--- src/rtl/prg_pkg.sv ---
package prg_pkg;
  localparam int CODE_W = 4;
  localparam int CNT_W  = 15;

  // Exponent of the period for a nonzero rate code; low codes fold to slow rates.
  function automatic int rate_shift(input logic [CODE_W-1:0] code);
    int eff;
    eff = (int'(code) <= 2) ? int'(code) + 7 : int'(code);
    return eff - 1;
  endfunction
endpackage

--- src/rtl/prg_rate_decode.sv ---
module prg_rate_decode
  import prg_pkg::*;
#(
  parameter int CW = CODE_W,
  parameter int NW = CNT_W
) (
  input  logic [CW-1:0] code,
  input  logic          pie_en,
  input  logic          sqw_en,
  output logic          active,
  output logic [NW-1:0] mask
);
  int shift;

  always_comb begin
    shift  = rate_shift(code);
    active = (code != '0) && (pie_en || sqw_en);
  end

  for (genvar i = 0; i < NW; i++) begin : g_mask
    assign mask[i] = (i < shift);
  end
endmodule

--- src/rtl/prg_prescaler.sv ---
module prg_prescaler #(
  parameter int NW = 15
) (
  input  logic          clk,
  input  logic          rst_n,
  input  logic          div_run,
  input  logic          tb_tick,
  output logic          step,
  output logic [NW-1:0] cnt_next
);
  logic [NW-1:0] cnt_q;

  assign step     = div_run && tb_tick;
  assign cnt_next = cnt_q + NW'(1);

  always_ff @(posedge clk or negedge rst_n) begin
    if (!rst_n)       cnt_q <= '0;
    else if (!div_run) cnt_q <= '0;
    else if (tb_tick)  cnt_q <= cnt_next;
  end
endmodule

--- src/rtl/prg_tick_detect.sv ---
module prg_tick_detect #(
  parameter int NW = 15
) (
  input  logic          clk,
  input  logic          rst_n,
  input  logic          step,
  input  logic [NW-1:0] cnt_next,
  input  logic [NW-1:0] mask,
  input  logic          active,
  input  logic          pie_en,
  input  logic          sqw_en,
  output logic          pf_set,
  output logic          irq_set,
  output logic          sqw_pulse
);
  logic hit;

  assign hit = step && active && ((cnt_next & mask) == '0);

  always_ff @(posedge clk or negedge rst_n) begin
    if (!rst_n) begin
      pf_set    <= 1'b0;
      irq_set   <= 1'b0;
      sqw_pulse <= 1'b0;
    end else begin
      pf_set    <= hit;
      irq_set   <= hit && pie_en;
      sqw_pulse <= hit && sqw_en;
    end
  end
endmodule

--- src/rtl/periodic_rate_gen.sv ---
module periodic_rate_gen
  import prg_pkg::*;
#(
  parameter int CW = CODE_W,
  parameter int NW = CNT_W
) (
  input  logic          clk,
  input  logic          rst_n,
  input  logic [CW-1:0] rate_code,
  input  logic          pie_en,
  input  logic          sqw_en,
  input  logic          div_run,
  input  logic          tb_tick,
  output logic          pf_set,
  output logic          irq_set,
  output logic          sqw_pulse
);
  logic          active;
  logic [NW-1:0] mask;
  logic          step;
  logic [NW-1:0] cnt_next;

  prg_rate_decode #(.CW(CW), .NW(NW)) u_dec (
    .code(rate_code), .pie_en(pie_en), .sqw_en(sqw_en),
    .active(active), .mask(mask)
  );

  prg_prescaler #(.NW(NW)) u_pre (
    .clk(clk), .rst_n(rst_n), .div_run(div_run), .tb_tick(tb_tick),
    .step(step), .cnt_next(cnt_next)
  );

  prg_tick_detect #(.NW(NW)) u_det (
    .clk(clk), .rst_n(rst_n), .step(step), .cnt_next(cnt_next),
    .mask(mask), .active(active), .pie_en(pie_en), .sqw_en(sqw_en),
    .pf_set(pf_set), .irq_set(irq_set), .sqw_pulse(sqw_pulse)
  );
endmodule

--- config.mk ---
export PLATFORM = sky130hd
export DESIGN_NAME = periodic_rate_gen
export DESIGN_NICKNAME = d
export VERILOG_FILES = /design/src/rtl/prg_pkg.sv /design/src/rtl/prg_rate_decode.sv /design/src/rtl/prg_prescaler.sv /design/src/rtl/prg_tick_detect.sv /design/src/rtl/periodic_rate_gen.sv
export SDC_FILE = /design/constraint.sdc
export NUM_CORES = 1
export LEC_CHECK = 0
export BUFFER_PORTS_ARGS = -buffer_cell sky130_fd_sc_hd__buf_2
export CAP_MARGIN = 20
export CORE_UTILIZATION = 55
export DETAILED_ROUTE_END_ITERATION = 8
export PLACE_DENSITY_LB_ADDON = 0.08
export SYNTH_ARGS = -nofsm -noshare
export SYNTH_HDL_FRONTEND = slang
export SYNTH_SLANG_ARGS = --single-unit
--- constraint.sdc ---
create_clock -name clk -period 3.1 [get_ports clk]
set_clock_uncertainty 0.15 [all_clocks]
set_input_delay 0.93 -clock clk [delete_from_list [all_inputs] [get_ports clk]]
set_output_delay 0.93 -clock clk [all_outputs]
set_load 0.03 [all_outputs]
==> impl_results.md, run 1 <==
- Net Count, Synth: 219
- Worst min path class: in -> async
- GRT Total Usage: 0.270
- Setup WS post-layout: -0.334 ns
- Ys flop type: dfrtp_1
- CP Max Fanout: 3
- Residual DRC: 0
- IO Port Bufs: 12
- ANT cells: 0
- Clock transition at path regs: 0.10 ns
- Critical path endpoint category: flip-flop
- Crit path time final: 3.43 ns
- Share of layout cells above drive strength 1: 0.336
- YS warnings: 0
- Post-synthesis cell type count: 63
- Final Cycle Share: 1.11
- Failing checks: setup timing
- Synth Cell Area: 1790 um^2
- DRT iter0 DRCs: 133
- VDD IR-drop max: 0.197 mV
- Initial antenna violation count: 0
- Crit-path slowest cell: ha_4
- Via count: 1637
- Yosys reg bits: 18
- TritonRoute pass-1 iters: 4
- Root Driver: clkbuf_4
- Setup violators final: 3
- CTS Buffer Depth: 2
- Async SR Flop Fraction: 1.00
- Post-Synthesis Cells: 203
- Post-synth EDFFs: 0
- Top-Level Pins: 13
- First-pass GRT wire length: 7040 um
- Core area: 3080 um^2
- Placed cell count: 266
- Initial core utilization: 0.581
- Gr ovfl total: 0
- Dpl ws: -0.663 ns
- Worst Path Required: 3.15 ns
- Hpwl dp: 3350 um
- CP arrival: 3.49 ns
- Clock Latency Late Sink: 0.30 ns
- Die extent in y: 59.0 um
- CTS tree: done
- Total Routed Length: 4680 um
- Max Freq: 291 MHz
- Routability Congestion: 0.848
- Finished Layout Cells: 279
- Critical path, cell by cell: buf_8 > inv_8 > ha_4 > nand2b_4 > nand2_4 > xnor2_4 > ha_2 > inv_1 > a211o_1 > nor2_4 > ha_4 > nand2b_4 > a2111oi_4 > nand2_1 > a22oi_2 > o2111ai_2 > nor4_1
- Pwr/cell area: 244 nW/um^2
- Hold Vio Cnt, Final: 0
- H-tree depth: 1
- Antenna-violating nets left: 0
- Via density: 5.87
- Register area share after synthesis: 0.252
- Clock sinks: 18
- Crit start category: input port
- Synth Area per Inst: 8.81 um^2
- Rows: 20
- Nets: 253
- CTS Buf Count: 3
- Largest net degree at the start of global routing: 19
- Unrepaired setup endpoints after global routing: true
- Die area: 3490 um^2
- Status: finished, violations left
- Max-cap violations: 0
- Area growth syn-to-layout: 24.3%
- Routed WL per cell: 16.8 um
- Slew Viols, Final: 0
- CP max stage delay: 0.28 ns
- Vias in the first global route: 1509
- Leakage Power: 0.953 nW
- Die W: 59.0 um
- Crit Path Class: in -> reg
[stage by stage]
step / hold slack, ns / power (W) / util / setup TNS [ns] / cell area [um^2]
3_5_place_dp: 0.508 / 0.000390 / 0.653 / -1.93 / 2010
6_report: 0.384 / 0.000543 / 0.722 / -0.892 / 2220
5_1_grt: 0.411 / 0.000568 / 0.722 / -1.03 / 2220
3_3_place_gp: 0.473 / 0.000387 / 0.653 / -1.66 / 2010
2_1_floorplan: 0.429 / 0.000334 / - / 0 / 1850
4_1_cts: 0.395 / 0.000527 / 0.696 / -0.775 / 2140
[logic make-up after synthesis]
kind of cell             share of synthesized area
AO/OA/AOI/OAI                                0.180
multiplexers                                0.0231
flip-flops                                   0.252
other                                      0.00210
AND/OR/NAND/NOR                              0.308
XOR/XNOR                                     0.127
adder cells (fa/ha/maj)                     0.0420
buffers and inverters                       0.0650
[worst max-delay path, delay by kind of cell]
family | cells | cell delay, ns
AOI/OAI and AO/OA | 4 | 0.84
and+or+nand+nor | 6 | 0.76
adders and majority gates | 3 | 0.60
buffers and inverters | 3 | 0.22
xor gates and xnor gates | 1 | 0.13
[sequential cells by signal (all words and copies together), names as in the netlist]
register         count
u_pre.cnt_q         15
u_det.sqw_pulse      1
u_det.irq_set        1
u_det.pf_set         1
[layer usage]
metal,share of wire,track usage
met2,0.50,0.450
met1,0.44,0.379
met5,0,0
met3,0.056,0.0393
met4,0.0081,0.0442
[report_power, final]
part / leakage (nW) / switching, W / internal (W) / total (W)
clock: 0.0138 / 0.0000726 / 0.0000453 / 0.000118
sequential: 0.250 / 0.00000695 / 0.000238 / 0.000245
combinational: 0.689 / 0.0000949 / 0.0000849 / 0.000180
total: 0.953 / 0.000174 / 0.000368 / 0.000543
[placed cells by master (no fill, tap or decap), types with 3 or more instances in the layout]
| master | instances |
|---|---|
| buf_4 | 29 |
| nor4_1 | 3 |
| xor2_1 | 13 |
| clkbuf_4 | 3 |
| dfrtp_1 | 18 |
| a21oi_1 | 3 |
| and2_1 | 12 |
| xnor2_1 | 12 |
| nand4_1 | 7 |
| o21ai_0 | 4 |
| a211oi_1 | 3 |
| nand3_1 | 7 |
| ha_4 | 3 |
| buf_2 | 10 |
| mux2i_1 | 3 |
| nand2_1 | 13 |
| nor2_1 | 13 |
| nor2b_1 | 6 |
| inv_1 | 6 |
[synthesized netlist by cell type, types with 3 or more instances]
library cell	count	area [um^2]
nor3_1	3	15.0
xnor2_1	13	114
nor2b_1	7	43.8
nand3_1	7	35.0
o21ai_0	4	20.0
and2_1	12	75.1
nor4_1	3	18.8
a21oi_1	4	20.0
dfrtp_1	18	450
ha_1	6	75.1
buf_6	4	45.0
mux2i_1	3	30.0
buf_2	3	15.0
xor2_1	13	114
nor2_1	15	56.3
nand4_1	7	43.8
inv_1	8	30.0
a211oi_1	3	22.5
nand2_1	14	52.6
nand2b_1	3	18.8
[final timing paths]
| check | startpoint | endpoint | slack [ns] | depth (start not counted) |
|---|---|---|---|---|
| worst min-delay path | rst_n | u_pre.cnt_q[14]$_DFFE_PN0P_ | 0.38 | 1 |
| max in group asynchronous | rst_n | u_pre.cnt_q[2]$_DFFE_PN0P_ | 2.12 | 1 |
| worst min register to register | u_pre.cnt_q[12]$_DFFE_PN0P_ | u_pre.cnt_q[12]$_DFFE_PN0P_ | 0.54 | 2 |
| min in group clk | u_pre.cnt_q[12]$_DFFE_PN0P_ | u_pre.cnt_q[12]$_DFFE_PN0P_ | 0.54 | 2 |
| worst max register to register | u_pre.cnt_q[0]$_DFFE_PN0P_ | u_det.irq_set$_DFF_PN0_ | 0.44 | 7 |
| worst max-delay path | rate_code[0] | u_det.pf_set$_DFF_PN0_ | -0.33 | 17 |
[timing repair]
| action | CTS | global route |
|---|---|---|
| resized for setup | 16 | 11 |
| setup buffers | 5 | 5 |
| hold buffers | 0 | 0 |
| pin swaps | 13 | 13 |
| endpoints found under the setup margin | 3 | 3 |
[layout make-up]
class | instances | area [um^2]
Multi-Input combinational cell | 165 | 1350
Fill cell | 255 | 855
Sequential cell | 18 | 450
Timing Repair Buffer | 41 | 303
Tap cell | 44 | 55.1
Inverter | 8 | 45.0
Clock buffer | 3 | 22.5
No activity file was read; power rests on OpenSTA's default activity.
==> run 2, diff against run 1 <==
--- a/config.mk
+++ b/config.mk
@@ -7,9 +7,12 @@
 export LEC_CHECK = 0
 export BUFFER_PORTS_ARGS = -buffer_cell sky130_fd_sc_hd__buf_2
 export CAP_MARGIN = 20
-export CORE_UTILIZATION = 55
+export CELL_PAD_IN_SITES_DETAIL_PLACEMENT = 1
+export CELL_PAD_IN_SITES_GLOBAL_PLACEMENT = 1
+export CORE_UTILIZATION = 46
 export DETAILED_ROUTE_END_ITERATION = 8
 export PLACE_DENSITY_LB_ADDON = 0.08
+export SKIP_CTS_REPAIR_TIMING = 1
 export SYNTH_ARGS = -nofsm -noshare
 export SYNTH_HDL_FRONTEND = slang
 export SYNTH_SLANG_ARGS = --single-unit
==> run 2 against run 1 <==
The flow still finishes with violations (setup timing). Combinational power is essentially flat. Register-to-register slack improved by 0.03 ns. Via count is 0.55% higher. Largest cell class unchanged. Highest routed layer unchanged.
==> impl_results.md, run 2 (synthesis gave the netlist of run 1 again) <==
- Clock group share of total power: 0.316 (+0.099)
- Residual DRC: 0 (unchanged)
- CP Launch Point: rate_code[0]
- DRT iter0 DRCs: 70 (-47%)
- Crit path time final: 3.41 ns (-0.0198 ns)
- Gate power share: 0.288 (-0.043)
- Sequential power share: 0.396 (-0.055)
- Clock Latency Late Sink: 0.26 ns (-0.04 ns)
- Hold Vio Cnt, Final: 0 (unchanged)
- ANT cells: 0 (unchanged)
- Max Freq: 293 MHz (+0.58%)
- Setup WS post-layout: -0.314 ns (+0.0198 ns)
- CP arrival: 3.43 ns (-0.06 ns)
- Number of flip-flops in the largest register: 15 (unchanged)
- First-pass GRT wire length: 8590 um (+22%)
- Most common cell after layout, fill and taps aside: buf_4
- Via density: 5.86 (-0.17%)
- Total Routed Length: 5440 um (+16%)
- Crit start category: input port
- Fillcell total: 446 (+75%)
- IO Port Bufs: 12 (unchanged)
- Clock sinks: 18 (unchanged)
- Worst Path Required: 3.11 ns (-0.04 ns)
- Status: finished, violations left
- Hpwl dp: 3990 um (+19%)
- Largest Register: u_pre.cnt_q
- Leakage Power: 0.943 nW (-1.1%)
- Critical path endpoint category: flip-flop
- Gr ovfl total: 0 (unchanged)
- Post-Layout Inst Area: 2210 um^2 (-0.73%)
- Commonest cells after routing, fill and taps aside: buf_4, dfrtp_1, nand2_1, nor2_1, xor2_1
- GRT Total Usage: 0.269 (-0.00131)
- VDD IR-drop max: 0.254 mV (+29%)
- CTS Buffer Depth: 2 (unchanged)
- Worst Hold Slack: 0.450 ns (+0.0654 ns)
- Routability Congestion: 0.900 (+6.1%)
- Root Driver: clkbuf_8
- Failing checks: setup timing
- Clock transition at path regs: 0.07 ns (-0.03 ns)
- Area growth syn-to-layout: 23.4%
- Core area: 3690 um^2 (+20%)
- Via count: 1646 (+0.55%)
- Net Sw Power: 0.000187 W (+7.1%)
- Crit Path Class: in -> reg
- Nets: 250 (-1.2%)
- Die W: 64.4 um (+9.0%)
- Worst r2r src: u_pre.cnt_q[0]$_DFFE_PN0P_
- P_int: 0.000433 W (+18%)
- Slew Viols, Final: 0 (unchanged)
- Setup violators final: 3 (unchanged)
- Area post-placement: 2060 um^2 (+2.5%)
- Routed WL per cell: 19.4 um (+16%)
- Largest net degree at the start of global routing: 19 (unchanged)
- Top-Level Pins: 13 (unchanged)
- CTS Buf Count: 3 (unchanged)
- Antenna-violating nets left: 0 (unchanged)
- Placed cell count: 276 (+3.8%)
- CTS tree: done
- Final Cycle Share: 1.10 (-0.00638)
- Share of layout cells above drive strength 1: 0.330 (-0.00570)
- Rows: 22 (+10%)
- Switching share of power: 0.302 (-0.0200)
- Max-cap violations: 0 (unchanged)
- Worst min path class: in -> async
- Finished Layout Cells: 281 (+0.72%)
- Initial core utilization: 0.485 (-0.0962)
- Dpl ws: -0.605 ns (+0.0580 ns)
- Vias in the first global route: 1742 (+15%)
- Initial antenna violation count: 0 (unchanged)
- Pwr/cell area: 281 nW/um^2 (+15%)
- Die extent in y: 64.4 um (+9.0%)
- Unrepaired setup endpoints after global routing: true
- H-tree depth: 1 (unchanged)
- TritonRoute pass-1 iters: 4 (unchanged)
- CP Max Fanout: 3 (unchanged)
- Die area: 4140 um^2 (+19%)
==> run 2: metrics by stage <==
stage / util / total power [W] / TNS [ns]
5_1_grt: 0.598 / 0.000645 / -1.12
3_3_place_gp: 0.558 / 0.000395 / -1.29
6_report: 0.598 / 0.000620 / -0.819
3_5_place_dp: 0.558 / 0.000406 / -1.75
2_1_floorplan: - / 0.000334 / 0
4_1_cts: 0.573 / 0.000603 / -0.925
==> run 2: critical path, cell delays in order <==
cell and delay [ns]:
buf_8 0.11, inv_8 0.06, ha_4 0.13, nand2b_4 0.13, nand2_4 0.07, xnor2_4 0.16, ha_2 0.19, inv_2 0.05
a211o_1 0.15, nor2_4 0.06, ha_4 0.28, nand2b_4 0.06, a2111oi_4 0.29, nand2_1 0.14, a22oi_2 0.18, o2111ai_2 0.15
nor4_1 0.28
==> run 2: path summary, 6_finish.rpt <==
kind,cells past startpoint,slack [ns],endpoint
setup / recovery,17,-0.31,u_det.pf_set$_DFF_PN0_
hold / removal,1,0.45,u_pre.cnt_q[12]$_DFFE_PN0P_
setup reg to reg,7,0.47,u_det.sqw_pulse$_DFF_PN0_
hold reg to reg,2,0.54,u_pre.cnt_q[12]$_DFFE_PN0P_
max in group asynchronous,1,2.05,u_pre.cnt_q[3]$_DFFE_PN0P_
min in group clk,2,0.54,u_pre.cnt_q[12]$_DFFE_PN0P_
==> run 2: power groups by stage <==
| stage | Sequential, W | Clock, W | Combinational, W |
|---|---|---|---|
| global route | 0.000246 | 0.000207 | 0.000193 |
| global placement | 0.000249 | 0 | 0.000146 |
| detailed placement | 0.000249 | 0 | 0.000156 |
| floorplan | 0.000248 | 0 | 0.0000858 |
| finish | 0.000245 | 0.000196 | 0.000179 |
| CTS | 0.000245 | 0.000200 | 0.000158 |
==> run 2: final cells by class <==
class | instances | area, um^2 | area share
multi-input combinational | 165 | 1340 | 0.607
sequential | 18 | 450 | 0.204
timing repair buffer | 38 | 265 | 0.120
tap | 48 | 60.1 | 0.0272
clock buffer | 4 | 55.1 | 0.0249
inverter | 8 | 37.5 | 0.0170
==> run 2: per-layer routing <==
metal  track usage  vias to the layer above  share of wire
li1              -                      788              -
met1         0.354                      817           0.47
met2         0.447                       28           0.48
met3        0.0518                       13          0.027
met4        0.0694                        0          0.021
met5             0                        -              0
